--- config.mk ---
export PLATFORM = sky130hd
export DESIGN_NAME = ecc_hamming_page
export DESIGN_NICKNAME = d
export VERILOG_FILES = /design/src/rtl/ecc_pkg.sv /design/src/rtl/ecc_seq_ctrl.sv /design/src/rtl/ecc_parity_path.sv /design/src/rtl/ecc_hamming_page.sv
export SDC_FILE = /design/constraint.sdc
export NUM_CORES = 1
export LEC_CHECK = 0
export BUFFER_PORTS_ARGS = -buffer_cell sky130_fd_sc_hd__buf_2
export CORE_MARGIN = 1
export CORE_UTILIZATION = 25
export CTS_BUF_LIST = sky130_fd_sc_hd__clkbuf_16
export DETAILED_ROUTE_END_ITERATION = 8
export MAX_ROUTING_LAYER = met4
export PLACE_DENSITY = 0.4
export SETUP_SLACK_MARGIN = 0.15
export SLEW_MARGIN = 25
export SYNTH_ARGS = -nofsm -noshare
export SYNTH_HDL_FRONTEND = slang
export SYNTH_SLANG_ARGS = --single-unit
--- constraint.sdc ---
create_clock -name clk -period 7.2 [get_ports clk]
set_input_delay 2.16 -clock clk [delete_from_list [all_inputs] [get_ports clk]]
set_output_delay 2.16 -clock clk [all_outputs]
set_load 0.03 [all_outputs]
--- src/rtl/ecc_pkg.sv ---
package ecc_pkg;

  typedef enum logic [1:0] {
    ST_CLEAN    = 2'd0,
    ST_FIXABLE  = 2'd1,
    ST_CODE_BIT = 2'd2,
    ST_FATAL    = 2'd3
  } eccStatus_e;

  typedef struct packed {
    logic clear;
    logic accumulate;
    logic finish;
  } eccStrobes_t;

endpackage

--- src/rtl/ecc_seq_ctrl.sv ---
module ecc_seq_ctrl
  import ecc_pkg::*;
#(
  parameter int ADDR_W = 8
) (
  input  logic              clk,
  input  logic              rstN,
  input  logic              start,
  input  logic              inValid,
  output eccStrobes_t       strobes,
  output logic [ADDR_W-1:0] byteIdx
);

  localparam logic [ADDR_W-1:0] LAST_IDX = '1;

  logic              active;
  logic [ADDR_W-1:0] byteCount;
  logic              takeByte;

  assign takeByte           = active && inValid && !start;
  assign strobes.clear      = start;
  assign strobes.accumulate = takeByte;
  assign strobes.finish     = takeByte && (byteCount == LAST_IDX);
  assign byteIdx            = byteCount;

  always_ff @(posedge clk) begin
    if (!rstN) begin
      active    <= 1'b0;
      byteCount <= '0;
    end else if (start) begin
      active    <= 1'b1;
      byteCount <= '0;
    end else if (takeByte) begin
      byteCount <= byteCount + 1'b1;
      if (byteCount == LAST_IDX) active <= 1'b0;
    end
  end

  // outside a sector the byte position does not move
  a_r3_idle_count_hold: assert property (@(posedge clk) disable iff (!rstN)
    (!active && !start) |=> $stable(byteCount));

  // the final byte closes the sector
  a_r2_finish_closes: assert property (@(posedge clk) disable iff (!rstN)
    strobes.finish |=> !active);

  // start always opens a fresh sector at position zero
  a_r4_start_rewinds: assert property (@(posedge clk) disable iff (!rstN)
    start |=> (active && byteCount == '0));

endmodule

--- src/rtl/ecc_parity_path.sv ---
module ecc_parity_path
  import ecc_pkg::*;
#(
  parameter int ADDR_W = 8,
  parameter int DATA_W = 8
) (
  input  logic                clk,
  input  logic                rstN,
  input  eccStrobes_t         strobes,
  input  logic [ADDR_W-1:0]   byteIdx,
  input  logic                checkMode,
  input  logic [2*(ADDR_W+$clog2(DATA_W))-1:0] storedCode,
  input  logic [DATA_W-1:0]   inData,
  output logic                done,
  output logic [2*(ADDR_W+$clog2(DATA_W))-1:0] codeOut,
  output eccStatus_e          status,
  output logic [ADDR_W-1:0]   errByte,
  output logic [$clog2(DATA_W)-1:0] errBit
);

  localparam int BIT_W  = $clog2(DATA_W);
  localparam int PAIRS  = ADDR_W + BIT_W;
  localparam int CODE_W = 2 * PAIRS;

  function automatic logic [DATA_W-1:0] colMask(input int j);
    logic [DATA_W-1:0] m;
    for (int i = 0; i < DATA_W; i++) m[i] = ((i >> j) & 1) == 1;
    return m;
  endfunction

  logic [ADDR_W-1:0] lineEven, lineOdd, lineEvenN, lineOddN;
  logic [BIT_W-1:0]  colEven, colOdd, colEvenN, colOddN;
  logic [BIT_W-1:0]  colParE, colParO;
  logic              bytePar;
  logic              modeReg;
  logic [CODE_W-1:0] storedReg;
  logic [CODE_W-1:0] codeN, syndrome;
  logic [PAIRS-1:0]  pairDiff;
  logic [ADDR_W-1:0] locByte;
  logic [BIT_W-1:0]  locBit;
  eccStatus_e        classN;

  assign bytePar = ^inData;

  for (genvar j = 0; j < BIT_W; j++) begin : g_col
    assign colParO[j] = ^(inData & colMask(j));
    assign colParE[j] = ^(inData & ~colMask(j));
  end

  always_comb begin
    lineEvenN = lineEven;
    lineOddN  = lineOdd;
    colEvenN  = colEven;
    colOddN   = colOdd;
    if (strobes.accumulate) begin
      lineOddN  = lineOdd ^ ({ADDR_W{bytePar}} & byteIdx);
      lineEvenN = lineEven ^ ({ADDR_W{bytePar}} & ~byteIdx);
      colOddN   = colOdd ^ colParO;
      colEvenN  = colEven ^ colParE;
    end
  end

  for (genvar p = 0; p < BIT_W; p++) begin : g_pack_col
    assign codeN[2*p]   = colEvenN[p];
    assign codeN[2*p+1] = colOddN[p];
  end
  for (genvar k = 0; k < ADDR_W; k++) begin : g_pack_line
    assign codeN[2*(BIT_W+k)]   = lineEvenN[k];
    assign codeN[2*(BIT_W+k)+1] = lineOddN[k];
  end

  assign syndrome = codeN ^ storedReg;

  for (genvar p = 0; p < PAIRS; p++) begin : g_pair
    assign pairDiff[p] = syndrome[2*p] ^ syndrome[2*p+1];
  end
  for (genvar j = 0; j < BIT_W; j++) begin : g_loc_bit
    assign locBit[j] = syndrome[2*j+1];
  end
  for (genvar k = 0; k < ADDR_W; k++) begin : g_loc_byte
    assign locByte[k] = syndrome[2*(BIT_W+k)+1];
  end

  always_comb begin
    if (!modeReg || syndrome == '0)
      classN = ST_CLEAN;
    else if (&pairDiff)
      classN = ST_FIXABLE;
    else if ((syndrome & (syndrome - 1'b1)) == '0)
      classN = ST_CODE_BIT;
    else
      classN = ST_FATAL;
  end

  always_ff @(posedge clk) begin
    if (!rstN) begin
      lineEven  <= '0;
      lineOdd   <= '0;
      colEven   <= '0;
      colOdd    <= '0;
      modeReg   <= 1'b0;
      storedReg <= '0;
    end else if (strobes.clear) begin
      lineEven  <= '0;
      lineOdd   <= '0;
      colEven   <= '0;
      colOdd    <= '0;
      modeReg   <= checkMode;
      storedReg <= storedCode;
    end else begin
      lineEven  <= lineEvenN;
      lineOdd   <= lineOddN;
      colEven   <= colEvenN;
      colOdd    <= colOddN;
    end
  end

  always_ff @(posedge clk) begin
    if (!rstN) begin
      done    <= 1'b0;
      codeOut <= '0;
      status  <= ST_CLEAN;
      errByte <= '0;
      errBit  <= '0;
    end else begin
      done <= strobes.finish;
      if (strobes.finish) begin
        codeOut <= codeN;
        status  <= classN;
        errByte <= (classN == ST_FIXABLE) ? locByte : '0;
        errBit  <= (classN == ST_FIXABLE) ? locBit : '0;
      end
    end
  end

  // done is a single-cycle strobe following the last-byte strobe
  a_r2_done_single: assert property (@(posedge clk) disable iff (!rstN)
    done |=> !done);
  a_r2_done_from_finish: assert property (@(posedge clk) disable iff (!rstN)
    done |-> $past(strobes.finish));

  // start leaves the running parities empty
  a_r4_clear_zeroes: assert property (@(posedge clk) disable iff (!rstN)
    strobes.clear |=> (lineEven == '0 && lineOdd == '0 && colEven == '0 && colOdd == '0));

  // encode mode never reports an error
  a_r9_encode_clean: assert property (@(posedge clk) disable iff (!rstN)
    (done && !modeReg) |-> status == ST_CLEAN);

  // location fields are zero unless a data bit is fixable
  a_r10_loc_zero: assert property (@(posedge clk) disable iff (!rstN)
    (status != ST_FIXABLE) |-> (errByte == '0 && errBit == '0));

  // results hold between sector completions
  a_r2_result_hold: assert property (@(posedge clk) disable iff (!rstN)
    !strobes.finish |=> ($stable(codeOut) && $stable(status)));

endmodule

--- src/rtl/ecc_hamming_page.sv ---
module ecc_hamming_page
  import ecc_pkg::*;
#(
  parameter int ADDR_W = 8,
  parameter int DATA_W = 8,
  localparam int BIT_W  = $clog2(DATA_W),
  localparam int CODE_W = 2 * (ADDR_W + BIT_W)
) (
  input  logic              clk,
  input  logic              rstN,
  input  logic              start,
  input  logic              checkMode,
  input  logic [CODE_W-1:0] storedCode,
  input  logic              inValid,
  input  logic [DATA_W-1:0] inData,
  output logic              done,
  output logic [CODE_W-1:0] codeOut,
  output logic [1:0]        status,
  output logic [ADDR_W-1:0] errByte,
  output logic [BIT_W-1:0]  errBit
);

  eccStrobes_t       strobes;
  logic [ADDR_W-1:0] byteIdx;
  eccStatus_e        statusE;

  ecc_seq_ctrl #(.ADDR_W(ADDR_W)) u_ctrl (
    .clk     (clk),
    .rstN    (rstN),
    .start   (start),
    .inValid (inValid),
    .strobes (strobes),
    .byteIdx (byteIdx)
  );

  ecc_parity_path #(.ADDR_W(ADDR_W), .DATA_W(DATA_W)) u_path (
    .clk        (clk),
    .rstN       (rstN),
    .strobes    (strobes),
    .byteIdx    (byteIdx),
    .checkMode  (checkMode),
    .storedCode (storedCode),
    .inData     (inData),
    .done       (done),
    .codeOut    (codeOut),
    .status     (statusE),
    .errByte    (errByte),
    .errBit     (errBit)
  );

  assign status = statusE;

endmodule

==> tab_implementation.tex, run 1 <==
\begin{tabular}{lr}
\hline
Metric & Value \\
\hline
\multicolumn{2}{l}{\textbf{Setup path}} \\
Startpoint Class & input pin \\
Largest fanout of any net on the critical path & 17 \\
Worst Path Class, Setup & in -> reg \\
WP data required & 7420 ps \\
Flop-to-flop setup slack & 3040 ps \\
Endpoint kind of the worst setup timing path & register \\
Data arrival, critical path & 6180 ps \\
\multicolumn{2}{l}{\textbf{Floorplanning}} \\
Die area & 18100 sq um \\
Die height & 134 microns \\
Cell row count & 48 \\
Effective utilization at floorplan & 25.4\% \\
Chip Width & 134 microns \\
Core Region & 17200 sq um \\
Number of placed I/O pins & 71 \\
\multicolumn{2}{l}{\textbf{Logic synthesis}} \\
Most frequent cell after synthesis & sky130\_fd\_sc\_hd\_\_dfxtp\_1 \\
Synthesized instance count & 481 \\
Number of warnings printed during yosys synthesis & 0 \\
Number of flops mapped to enable cells by yosys & 0 \\
Synthesized net count & 530 \\
Share of flip-flops with an asynchronous set or reset after synthesis & 0\% \\
Yosys top cell by area & sky130\_fd\_sc\_hd\_\_dfxtp\_1 \\
Syn avg cell area & 9.11 sq um \\
Area fraction of the dominant cell type after synthesis & 41.1\% \\
Portion of the post-synthesis area used by sequential elements & 41.1\% \\
Top cells by count, synth & 90 x sky130\_fd\_sc\_hd\_\_dfxtp\_1, 82 x sky130\_fd\_sc\_hd\_\_nor2\_1, 54 x sky130\_fd\_sc\_hd\_\_xnor2\_1 \\
Yosys cell types & 48 \\
Post-Synthesis Cell Area & 4380 sq um \\
Commonest register cell after synthesis & sky130\_fd\_sc\_hd\_\_dfxtp\_1 \\
Post-synthesis register bit count & 90 \\
Main area contributors after synthesis & sky130\_fd\_sc\_hd\_\_dfxtp\_1 41\%, sky130\_fd\_sc\_hd\_\_xnor2\_1 11\%, sky130\_fd\_sc\_hd\_\_nor2\_1 7.0\% \\
\multicolumn{2}{l}{\textbf{Placement}} \\
Port bufs & 70 \\
Pre-CTS setup slack & 890 ps \\
Count of placed standard cells including taps & 758 \\
Routability cong. & 0.809 \\
Placed wire-length estimate after detailed placement & 9080 microns \\
\multicolumn{2}{l}{\textbf{Global route}} \\
Total GRT Usage & 14.6\% \\
Global-route wire length before repair & 19300 microns \\
Number of global-route vias before repair & 3430 \\
Largest net degree at the start of global routing & 46 \\
Overflow after GRT & 0 \\
Initial antenna violation count & 0 \\
\multicolumn{2}{l}{\textbf{Final layout}} \\
Growth of design area from synthesis to finish & 20.6\% \\
Post-Layout Cell Count & 774 \\
Final core area utilization & 30.7\% \\
Filler Cells Inserted & 1825 \\
Ratio of cells with drive above 1 in the final layout & 19.7\% \\
Number of nets at the end of the flow & 593 \\
N\_diodes & 0 \\
\multicolumn{2}{l}{\textbf{Clock tree}} \\
Count of hold-fix buffers inserted at cts & 0 \\
Number of gates resized after CTS & 0 \\
Clock transition time at the flip-flop clock pins of the worst setup and hold paths & 70 ps \\
H-tree depth & 3 \\
Number of sinks handled by clock tree synthesis & 90 \\
CTS root buffer & sky130\_fd\_sc\_hd\_\_clkbuf\_16 \\
CTS Buf Count & 9 \\
Insertion delay of the later-clocked pin in the worst-skew pair & 360 ps \\
Postcts setup bufs & 0 \\
Clock tree from TritonCTS & yes \\
Maximum root-to-sink buffer count & 2 \\
\multicolumn{2}{l}{\textbf{STA}} \\
Setup tns final & 0 ps \\
Number of failing hold endpoints at the final stage & 0 \\
Setup-failing EPs final & 0 \\
Final worst path period need & 5950 ps \\
Worst relative slew slack & 43.2\% \\
Measured slew at the worst slew-check pin & 852 ps \\
Fmax & 168 MHz \\
Final critical-path share of the clock period & 82.7\% \\
Least setup slack across all paths after layout & 1250 ps \\
RSZ-0062 raised after global routing & false \\
Worst clock skew on the final layout & 7.80 ps \\
Max-slew violation count & 0 \\
\multicolumn{2}{l}{\textbf{Power and ir drop}} \\
Static Leak & 2.11 nW \\
Net Sw Frac & 27.7\% \\
Maximum resistive drop on vdd & 0.114 mV \\
Total Power & 1.23 mW \\
P per Cell Area & 232 nW/um\^{}2 \\
Internal portion of total power & 0.886 mW \\
Proportion of power drawn by the clock network & 43.1\% \\
Combinational power share & 14.8\% \\
Flop pwr share & 42.0\% \\
NetSw & 0.340 mW \\
\multicolumn{2}{l}{\textbf{Drt}} \\
Initial DRC count & 175 \\
Top sig layer & met4 \\
Met3 wire length & 418 microns \\
Final antenna-violating net count & 0 \\
Sum of routed wire segments on met1 & 6210 microns \\
WL/cell & 15.3 microns \\
Via count & 3437 \\
Drt pass-1 iters & 4 \\
Total wirelength of the detailed-routed design & 11900 microns \\
Ratio of routed vias to standard cells & 4.44 \\
Met2 layer wire length in the routed design & 5020 microns \\
\# DRC & 0 \\
\multicolumn{2}{l}{\textbf{Run}} \\
Maximum Capacitance Violations & 0 \\
\multicolumn{2}{l}{\textbf{Run status}} \\
Outcome & complete, no violations \\
\multicolumn{2}{l}{\textbf{Worst hold path}} \\
Path category of the worst min-delay check & reg -> reg \\
\hline
\end{tabular}
[power groups by stage]
stage / clock network (mW) / registers (mW) / logic [mW]
floorplan: 0 / 0.524 / 0.132
global placement: 0 / 0.527 / 0.184
detailed placement: 0 / 0.528 / 0.183
CTS: 0.542 / 0.516 / 0.184
global route: 0.561 / 0.517 / 0.203
finish: 0.529 / 0.516 / 0.182
[per-layer routing]
layer	global-route usage, %	vias up
met5	-	-
met4	5.87	0
met3	2.99	16
met2	20.5	66
met1	20.3	1594
li1	-	1761
[kinds of logic after synthesis]
logic type / Yosys count / share of synthesized area, %
mux: 24 / 5.48
fa+ha+maj: 14 / 4.00
simple gates: 167 / 17.6
buf+inv: 36 / 3.11
xor+xnor: 82 / 18.4
compound gates: 68 / 10.4
flops: 90 / 41.1
[state kept, by name, summed over array words and instances, names as in the netlist]
signal            flops
u_path.codeOut       22
u_path.errBit         3
u_path.done           1
u_path.storedReg     22
u_path.colOdd         3
u_path.colEven        3
u_path.errByte        8
u_ctrl.byteIdx        8
u_ctrl.active         1
u_path.status         2
u_path.modeReg        1
u_path.lineOdd        8
u_path.lineEven       8
[final timing paths]
check	depth (start not counted)	startpoint	to
max reg2reg	13	u_ctrl.active	u_path.status[0]
min reg2reg	2	u_path.errByte[2]	u_path.errByte[2]
min	2	u_path.errByte[2]	u_path.errByte[2]
max	14	start	u_path.status[0]
[cell type report]
| cell class | instances | area, sq um | share of cell area [%] |
|---|---|---|---|
| Clock buffer | 9 | 225 | 4.26 |
| Clock inverter | 7 | 98.8 | 1.87 |
| Inverter | 14 | 52.6 | 0.994 |
| Multi-Input combinational cell | 355 | 2450 | 46.3 |
| Sequential cell | 90 | 1800 | 34.1 |
| Tap cell | 225 | 282 | 5.33 |
| Timing Repair Buffer | 74 | 380 | 7.20 |
[metrics by stage]
stage                     instance area [sq um]  hold WS [ps]
after detailed placement                   4960           438
final                                      5290           447
after floorplan                            4380           462
after CTS                                  5290           455
after global routing                       5290           473
after global placement                     4960           443
[placed cells by master, fill, tap and decap left out, drive strengths merged, types with 6 or more instances in the layout]
master,count
dfxtp,90
nor2,82
buf,74
xnor2,58
nand2,39
mux2i,24
xor2,21
a211oi,20
o21ai,20
inv,17
ha,14
nand4,9
clkbuf,9
nor3,9
nand3,8
and3,6
[worst max-delay path, cell delays in order]
cell and delay, ps:
sky130_fd_sc_hd__buf_2 270, sky130_fd_sc_hd__and3b_1 680, sky130_fd_sc_hd__nand2_1 210, sky130_fd_sc_hd__xnor2_1 550, sky130_fd_sc_hd__ha_1 290, sky130_fd_sc_hd__and4_1 270, sky130_fd_sc_hd__and3_1 220, sky130_fd_sc_hd__nand4_1 210
sky130_fd_sc_hd__o2111ai_1 530, sky130_fd_sc_hd__a21oi_1 120, sky130_fd_sc_hd__o31ai_1 210, sky130_fd_sc_hd__nand4_1 130, sky130_fd_sc_hd__a22oi_1 190, sky130_fd_sc_hd__o211ai_1 120
Note: power is estimated with default switching activity, not from simulation.
==> run 2, diff against run 1 <==
==> constraint.sdc (replaced) <==
create_clock -name clk -period 5.95 [get_ports clk]
set_input_delay 1.785 -clock clk [delete_from_list [all_inputs] [get_ports clk]]
set_output_delay 1.785 -clock clk [all_outputs]
set_load 0.03 [all_outputs]
==> run 2 against run 1 <==
Effect of this change:
- routed wire length down 2.4%
- core utilization about the same
- sequential power up 21%
- via count up 0.12%
- highest routed layer unchanged
- die area unchanged
- worst hold slack about the same
- largest cell class unchanged
- total power up 13%
- count of clock-buffer cells in the layout unchanged
- final area about the same
==> tab_implementation.tex, run 2 (synthesized netlist as in run 1, its figures left out) <==
\begin{tabular}{lr}
\hline
Metric & Value \\
\hline
\multicolumn{2}{l}{\textbf{Run status}} \\
Outcome & complete, no violations \\
\multicolumn{2}{l}{\textbf{Power and ir drop}} \\
Static Leak & 2.11 nW \\
Flop pwr share & 45.0\% \\
Proportion of power drawn by the clock network & 38.9\% \\
Maximum resistive drop on vdd & 0.141 mV \\
Internal portion of total power & 0.990 mW \\
P per Cell Area & 263 nW/um\^{}2 \\
Net Sw Frac & 28.6\% \\
NetSw & 0.397 mW \\
Combinational power share & 16.1\% \\
\multicolumn{2}{l}{\textbf{STA}} \\
Fmax & 183 MHz \\
Final worst path period need & 5470 ps \\
Number of failing hold endpoints at the final stage & 0 \\
Setup tns final & 0 ps \\
Max-slew violation count & 0 \\
Worst relative slew slack & 40.2\% \\
Setup-failing EPs final & 0 \\
Worst clock skew on the final layout & 5.52 ps \\
Final critical-path share of the clock period & 91.9\% \\
RSZ-0062 raised after global routing & false \\
Measured slew at the worst slew-check pin & 894 ps \\
\multicolumn{2}{l}{\textbf{Setup path}} \\
Endpoint kind of the worst setup timing path & register \\
Largest fanout of any net on the critical path & 14 \\
Flop-to-flop setup slack & 2060 ps \\
Data arrival, critical path & 5690 ps \\
Worst Path Class, Setup & in -> reg \\
Startpoint Class & input pin \\
WP data required & 6170 ps \\
\multicolumn{2}{l}{\textbf{Clock tree}} \\
Maximum root-to-sink buffer count & 2 \\
Postcts setup bufs & 0 \\
H-tree depth & 3 \\
CTS Buf Count & 9 \\
Clock tree from TritonCTS & yes \\
CTS root buffer & sky130\_fd\_sc\_hd\_\_clkbuf\_16 \\
Clock transition time at the flip-flop clock pins of the worst setup and hold paths & 70 ps \\
Number of sinks handled by clock tree synthesis & 90 \\
Count of hold-fix buffers inserted at cts & 0 \\
Insertion delay of the later-clocked pin in the worst-skew pair & 350 ps \\
Number of gates resized after CTS & 0 \\
\multicolumn{2}{l}{\textbf{Floorplanning}} \\
Die height & 134 microns \\
Cell row count & 48 \\
Core Region & 17200 sq um \\
Die area & 18100 sq um \\
Chip Width & 134 microns \\
Effective utilization at floorplan & 25.4\% \\
Number of placed I/O pins & 71 \\
\multicolumn{2}{l}{\textbf{Drt}} \\
WL/cell & 14.9 microns \\
Total wirelength of the detailed-routed design & 11600 microns \\
\# DRC & 0 \\
Ratio of routed vias to standard cells & 4.42 \\
Via count & 3441 \\
Drt pass-1 iters & 4 \\
Final antenna-violating net count & 0 \\
Initial DRC count & 196 \\
\multicolumn{2}{l}{\textbf{Global route}} \\
Overflow after GRT & 0 \\
Number of global-route vias before repair & 3318 \\
GR Util met2 & 20.5\% \\
Initial antenna violation count & 0 \\
Met3 global-route usage & 2.49\% \\
Global routing met1 resource utilization & 18.3\% \\
Largest net degree at the start of global routing & 46 \\
Global-route wire length before repair & 18300 microns \\
Busiest layer in global routing & met2 \\
Total GRT Usage & 13.9\% \\
\multicolumn{2}{l}{\textbf{Final layout}} \\
N\_diodes & 0 \\
Ratio of cells with drive above 1 in the final layout & 20.6\% \\
Highest-count cells in the layout ignoring fill and taps & 90 x sky130\_fd\_sc\_hd\_\_dfxtp\_1, 82 x sky130\_fd\_sc\_hd\_\_nor2\_1, 70 x sky130\_fd\_sc\_hd\_\_buf\_2 \\
Filler Cells Inserted & 1838 \\
Post-Layout Cell Count & 779 \\
Number of nets at the end of the flow & 598 \\
Most common library cell in the layout ignoring fill and taps & sky130\_fd\_sc\_hd\_\_dfxtp\_1 \\
Registers with the most flip-flops & u\_path.codeOut: 22 flops, u\_path.storedReg: 22 flops \\
Growth of design area from synthesis to finish & 20.5\% \\
\multicolumn{2}{l}{\textbf{Run}} \\
Maximum Capacitance Violations & 0 \\
\multicolumn{2}{l}{\textbf{Placement}} \\
Placed wire-length estimate after detailed placement & 8870 microns \\
Count of placed standard cells including taps & 763 \\
Port bufs & 70 \\
Routability cong. & 0.748 \\
\multicolumn{2}{l}{\textbf{Worst hold path}} \\
Path category of the worst min-delay check & reg -> reg \\
\hline
\end{tabular}
run 2: changes by cell type in the layout (fill, tap and decap cells not counted), sizes merged:
cell / previous run / this run
buf: 74 / 79
bufinv: 2 / 0
clkinv: 1 / 4
clkinvlp: 1 / 2
inv: 17 / 15
run 2: metrics by stage:
| step | util [%] | instance area, sq um | total power, mW | worst slack (ps) | hold WS, ps |
|---|---|---|---|---|---|
| floorplan | - | 4380 | 0.794 | 1100 | 462 |
| global route | 30.6 | 5280 | 1.46 | 213 | 470 |
| CTS | 30.6 | 5280 | 1.42 | 476 | 455 |
| global placement | 29.0 | 5000 | 0.864 | 69.5 | 443 |
| finish | 30.6 | 5280 | 1.39 | 481 | 447 |
| detailed placement | 29.0 | 5000 | 0.864 | 85.7 | 438 |
run 2: final timing paths:
check / from / to / cells after the start
worst max register to register: u_ctrl.active / u_path.status[0] / 14
worst min register to register: u_path.errByte[2] / u_path.errByte[2] / 2
worst max-delay path: inData[7] / u_path.status[0] / 17
worst min-delay path: u_path.errByte[2] / u_path.errByte[2] / 2
run 2: layer usage:
layer / up-vias / share of wire (%)
li1: 1769 / -
met2: 65 / 44
met1: 1595 / 50
met5: - / 0
met4: 0 / 1.8
met3: 12 / 3.6
run 2: cell type report:
class	count	area (sq um)	area share (%)
multi-input combinational	355	2450	46.4
sequential	90	1800	34.1
timing repair buffer	79	418	7.91
tap	225	282	5.33
clock buffer	9	225	4.26
clock inverter	7	55.1	1.04
inverter	14	52.6	0.995
run 2: worst max-delay path, stage by stage:
cell,delay [ps]
sky130_fd_sc_hd__buf_2,120
sky130_fd_sc_hd__xnor2_1,330
sky130_fd_sc_hd__xnor2_2,230
sky130_fd_sc_hd__xor2_2,710
sky130_fd_sc_hd__nor3_2,160
sky130_fd_sc_hd__xnor2_1,230
sky130_fd_sc_hd__inv_1,90
sky130_fd_sc_hd__ha_1,130
sky130_fd_sc_hd__and4_1,210
sky130_fd_sc_hd__and3_1,210
sky130_fd_sc_hd__nand4_1,200
sky130_fd_sc_hd__o2111ai_1,500
sky130_fd_sc_hd__a21oi_1,120
sky130_fd_sc_hd__o31ai_1,210
sky130_fd_sc_hd__nand4_1,130
sky130_fd_sc_hd__a22oi_1,190
sky130_fd_sc_hd__o211ai_1,120
run 2: power groups by stage:
stage                     logic, mW  registers (mW)  clock network [mW]
after CTS                     0.226           0.625               0.565
after detailed placement      0.226           0.638                   0
after global placement        0.226           0.638                   0
after floorplan               0.159           0.634                   0
after global routing          0.247           0.626               0.590
final                         0.223           0.624               0.540
==> run 3, diff against run 2 <==
--- a/config.mk
+++ b/config.mk
@@ -6,14 +6,17 @@
 export NUM_CORES = 1
 export LEC_CHECK = 0
 export BUFFER_PORTS_ARGS = -buffer_cell sky130_fd_sc_hd__buf_2
+export CELL_PAD_IN_SITES_DETAIL_PLACEMENT = 1
+export CELL_PAD_IN_SITES_GLOBAL_PLACEMENT = 1
 export CORE_MARGIN = 1
 export CORE_UTILIZATION = 25
 export CTS_BUF_LIST = sky130_fd_sc_hd__clkbuf_16
 export DETAILED_ROUTE_END_ITERATION = 8
 export MAX_ROUTING_LAYER = met4
-export PLACE_DENSITY = 0.4
-export SETUP_SLACK_MARGIN = 0.15
+export PLACE_DENSITY = 0.49
+export SETUP_SLACK_MARGIN = 0.5
 export SLEW_MARGIN = 25
 export SYNTH_ARGS = -nofsm -noshare
 export SYNTH_HDL_FRONTEND = slang
+export SYNTH_HIERARCHICAL = 1
 export SYNTH_SLANG_ARGS = --single-unit
==> run 3 against run 2 <==
Effect of this change:
- synthesized area increased by 2.2%
- clock skew increased by 2.9 ps
- maximum frequency increased by 7.9%
- sequential power about the same
- sequential cell count unchanged
- final cell count is 1.8% higher
- synthesized cell count up 3.3%
- total power up 4.4%
- highest routed layer unchanged
- sequential share of layout area shrank 0.70 points
- largest cell class unchanged
==> tab_implementation.tex, run 3 <==
\begin{tabular}{lr}
\hline
Metric & Value \\
\hline
\multicolumn{2}{l}{\textbf{Global route}} \\
Initial antenna violation count & 0 \\
Total GRT Usage & 14.6\% \\
Overflow after GRT & 0 \\
Global-route wire length before repair & 19900 microns \\
Largest net degree at the start of global routing & 47 \\
Number of global-route vias before repair & 3858 \\
\multicolumn{2}{l}{\textbf{Logic synthesis}} \\
Commonest register cell after synthesis & sky130\_fd\_sc\_hd\_\_dfxtp\_1 \\
Top cells by count, synth & 90 x sky130\_fd\_sc\_hd\_\_dfxtp\_1, 85 x sky130\_fd\_sc\_hd\_\_nor2\_1, 42 x sky130\_fd\_sc\_hd\_\_xnor2\_1 \\
Synthesized net count & 546 \\
Syn avg cell area & 9.01 sq um \\
Yosys cell types & 64 \\
Share of flip-flops with an asynchronous set or reset after synthesis & 0\% \\
Yosys top cell by area & sky130\_fd\_sc\_hd\_\_dfxtp\_1 \\
Main area contributors after synthesis & sky130\_fd\_sc\_hd\_\_dfxtp\_1 40\%, sky130\_fd\_sc\_hd\_\_xnor2\_1 8.2\%, sky130\_fd\_sc\_hd\_\_nor2\_1 7.1\% \\
Post-synthesis register bit count & 90 \\
Synthesized instance count & 497 \\
Post-Synthesis Cell Area & 4480 sq um \\
Portion of the post-synthesis area used by sequential elements & 40.2\% \\
Number of flops mapped to enable cells by yosys & 0 \\
Most frequent cell after synthesis & sky130\_fd\_sc\_hd\_\_dfxtp\_1 \\
Number of warnings printed during yosys synthesis & 6 \\
Area fraction of the dominant cell type after synthesis & 40.2\% \\
\multicolumn{2}{l}{\textbf{STA}} \\
Worst relative slew slack & 36.1\% \\
Final critical-path share of the clock period & 85.2\% \\
Setup-failing EPs final & 0 \\
Final worst path period need & 5070 ps \\
Measured slew at the worst slew-check pin & 955 ps \\
Fmax & 197 MHz \\
Number of failing hold endpoints at the final stage & 0 \\
Max-slew violation count & 0 \\
Worst clock skew on the final layout & 8.37 ps \\
RSZ-0062 raised after global routing & false \\
Setup tns final & 0 ps \\
\multicolumn{2}{l}{\textbf{Drt}} \\
Final antenna-violating net count & 0 \\
\# DRC & 0 \\
Via count & 3640 \\
Total wirelength of the detailed-routed design & 12400 microns \\
Initial DRC count & 224 \\
WL/cell & 15.6 microns \\
Ratio of routed vias to standard cells & 4.59 \\
Drt pass-1 iters & 4 \\
\multicolumn{2}{l}{\textbf{Setup path}} \\
Endpoint kind of the worst setup timing path & register \\
Number of cells on the worst reg-to-reg path & 12 \\
Beginning of the worst register-to-register path & u\_ctrl/active \\
End of the critical path & u\_path/status[0] \\
Destination of the worst register-to-register timing path & u\_path/status[0] \\
Flop-to-flop setup slack & 2270 ps \\
WP data required & 6160 ps \\
Startpoint Class & input pin \\
Largest fanout of any net on the critical path & 14 \\
Data arrival, critical path & 5280 ps \\
CP Launch Point & inData[3] \\
Worst Path Class, Setup & in -> reg \\
\multicolumn{2}{l}{\textbf{Clock tree}} \\
CTS root buffer & sky130\_fd\_sc\_hd\_\_clkbuf\_16 \\
Count of hold-fix buffers inserted at cts & 0 \\
Clock transition time at the flip-flop clock pins of the worst setup and hold paths & 60 ps \\
Number of sinks handled by clock tree synthesis & 90 \\
Clock tree from TritonCTS & yes \\
H-tree depth & 3 \\
Insertion delay of the later-clocked pin in the worst-skew pair & 350 ps \\
Maximum root-to-sink buffer count & 2 \\
CTS Buf Count & 9 \\
\multicolumn{2}{l}{\textbf{Final layout}} \\
N\_diodes & 0 \\
Highest-count cells in the layout ignoring fill and taps & 90 x sky130\_fd\_sc\_hd\_\_dfxtp\_1, 85 x sky130\_fd\_sc\_hd\_\_nor2\_1, 70 x sky130\_fd\_sc\_hd\_\_buf\_2 \\
Number of nets at the end of the flow & 612 \\
Most common library cell in the layout ignoring fill and taps & sky130\_fd\_sc\_hd\_\_dfxtp\_1 \\
Non-Filler Cell Area, Final & 5390 sq um \\
Ratio of cells with drive above 1 in the final layout & 20.4\% \\
Growth of design area from synthesis to finish & 20.4\% \\
Registers with the most flip-flops & u\_path/codeOut: 22 flops, u\_path/storedReg: 22 flops \\
\multicolumn{2}{l}{\textbf{Power and ir drop}} \\
Net Sw Frac & 27.7\% \\
P per Cell Area & 269 nW/um\^{}2 \\
Flop pwr share & 43.1\% \\
Maximum resistive drop on vdd & 0.129 mV \\
NetSw & 0.402 mW \\
Static Leak & 2.14 nW \\
Internal portion of total power & 1.05 mW \\
Proportion of power drawn by the clock network & 39.5\% \\
Combinational power share & 17.5\% \\
\multicolumn{2}{l}{\textbf{Floorplanning}} \\
Core Region & 17400 sq um \\
Effective utilization at floorplan & 25.7\% \\
Number of placed I/O pins & 71 \\
Cell row count & 48 \\
Die area & 18500 sq um \\
Die height & 136 microns \\
Chip Width & 136 microns \\
\multicolumn{2}{l}{\textbf{Placement}} \\
Routability cong. & 0.868 \\
Placed cell area & 5040 sq um \\
Placed wire-length estimate after detailed placement & 9250 microns \\
Port bufs & 70 \\
\multicolumn{2}{l}{\textbf{Run status}} \\
Outcome & complete, no violations \\
\multicolumn{2}{l}{\textbf{Worst hold path}} \\
Path category of the worst min-delay check & reg -> reg \\
\multicolumn{2}{l}{\textbf{Run}} \\
Maximum Capacitance Violations & 0 \\
\hline
\end{tabular}
[run 3: changes by cell type after synthesis, sizes merged, moves of 4 or more]
cell	before	now
buf	4	9
nand2	39	35
nand2b	1	5
nor3	9	5
xnor2	58	46
[run 3: worst max-delay path, cell delays in order]
cell and delay [ps]:
sky130_fd_sc_hd__buf_2 120, sky130_fd_sc_hd__xor2_2 180, sky130_fd_sc_hd__xnor2_2 470, sky130_fd_sc_hd__xor2_4 430, sky130_fd_sc_hd__buf_4 210, sky130_fd_sc_hd__nor3_2 60, sky130_fd_sc_hd__xnor2_2 360, sky130_fd_sc_hd__ha_1 300
sky130_fd_sc_hd__nand3_1 110, sky130_fd_sc_hd__nor3_1 90, sky130_fd_sc_hd__a211o_1 270, sky130_fd_sc_hd__a2111oi_0 320, sky130_fd_sc_hd__nand4_1 140, sky130_fd_sc_hd__nor4b_1 280, sky130_fd_sc_hd__a41oi_1 150
[run 3: logic make-up after synthesis]
logic type	count (synthesis)	share of synthesized area, %
adders and majority gates	14	3.91
xor gates and xnor gates	72	15.7
and+or+nand+nor	180	18.9
AOI/OAI and AO/OA	77	12.0
buffers and inverters	40	3.88
muxes	24	5.36
DFF	90	40.2
[run 3: layout make-up]
class	instances	area [sq um]
Clock inverter	7	70.1
Multi-Input combinational cell	367	2540
Fill cell	2057	12000
Sequential cell	90	1800
Inverter	16	60.1
Tap cell	225	282
Clock buffer	9	225
Timing Repair Buffer	79	418
[run 3: worst min path at each step]
stage | endpoint | slack [ps] | cells past startpoint | startpoint
global route | u_path/errByte[5] | 470 | 2 | u_path/errByte[5]
CTS | u_path/errByte[5] | 460 | 2 | u_path/errByte[5]
floorplan | u_path/storedReg[19] | 460 | 2 | u_path/storedReg[19]
detailed placement | u_path/errByte[5] | 440 | 2 | u_path/errByte[5]
global placement | u_path/errByte[1] | 440 | 2 | u_path/errByte[1]
finish | u_path/errByte[7] | 450 | 2 | u_path/errByte[7]
[run 3: timing repair]
item | CTS | global route
resized for setup | 0 | 2
buffers inserted | 0 | 5
setup endpoints to repair | 0 | 1
[run 3: metal layers]
metal | track usage (%) | part of all wire (%) | up-vias
met3 | 3.13 | 3.3 | 12
met1 | 19.3 | 51 | 1748
li1 | - | - | 1832
met5 | - | 0 | -
met2 | 22.1 | 45 | 48
met4 | 4.57 | 1.3 | 0
[run 3: stage by stage]
step / power, mW / cells / worst slack, ps / hold slack, ps / util (%)
detailed placement: 0.864 / 772 / 340 / 444 / 28.9
CTS: 1.45 / 788 / 710 / 458 / 30.6
global route: 1.52 / 793 / 577 / 472 / 31.0
finish: 1.45 / 793 / 879 / 453 / 31.0
floorplan: 0.803 / 497 / 1120 / 462 / -
global placement: 0.857 / 772 / 221 / 443 / 28.9
[run 3: power by group through the flow]
stage                     Clock [mW]  Combinational, mW  Sequential (mW)
after detailed placement           0              0.226            0.638
after CTS                      0.595              0.227            0.624
final                          0.572              0.253            0.624
after global placement             0              0.219            0.638
after global routing           0.614              0.280            0.625
after floorplan                    0              0.168            0.634
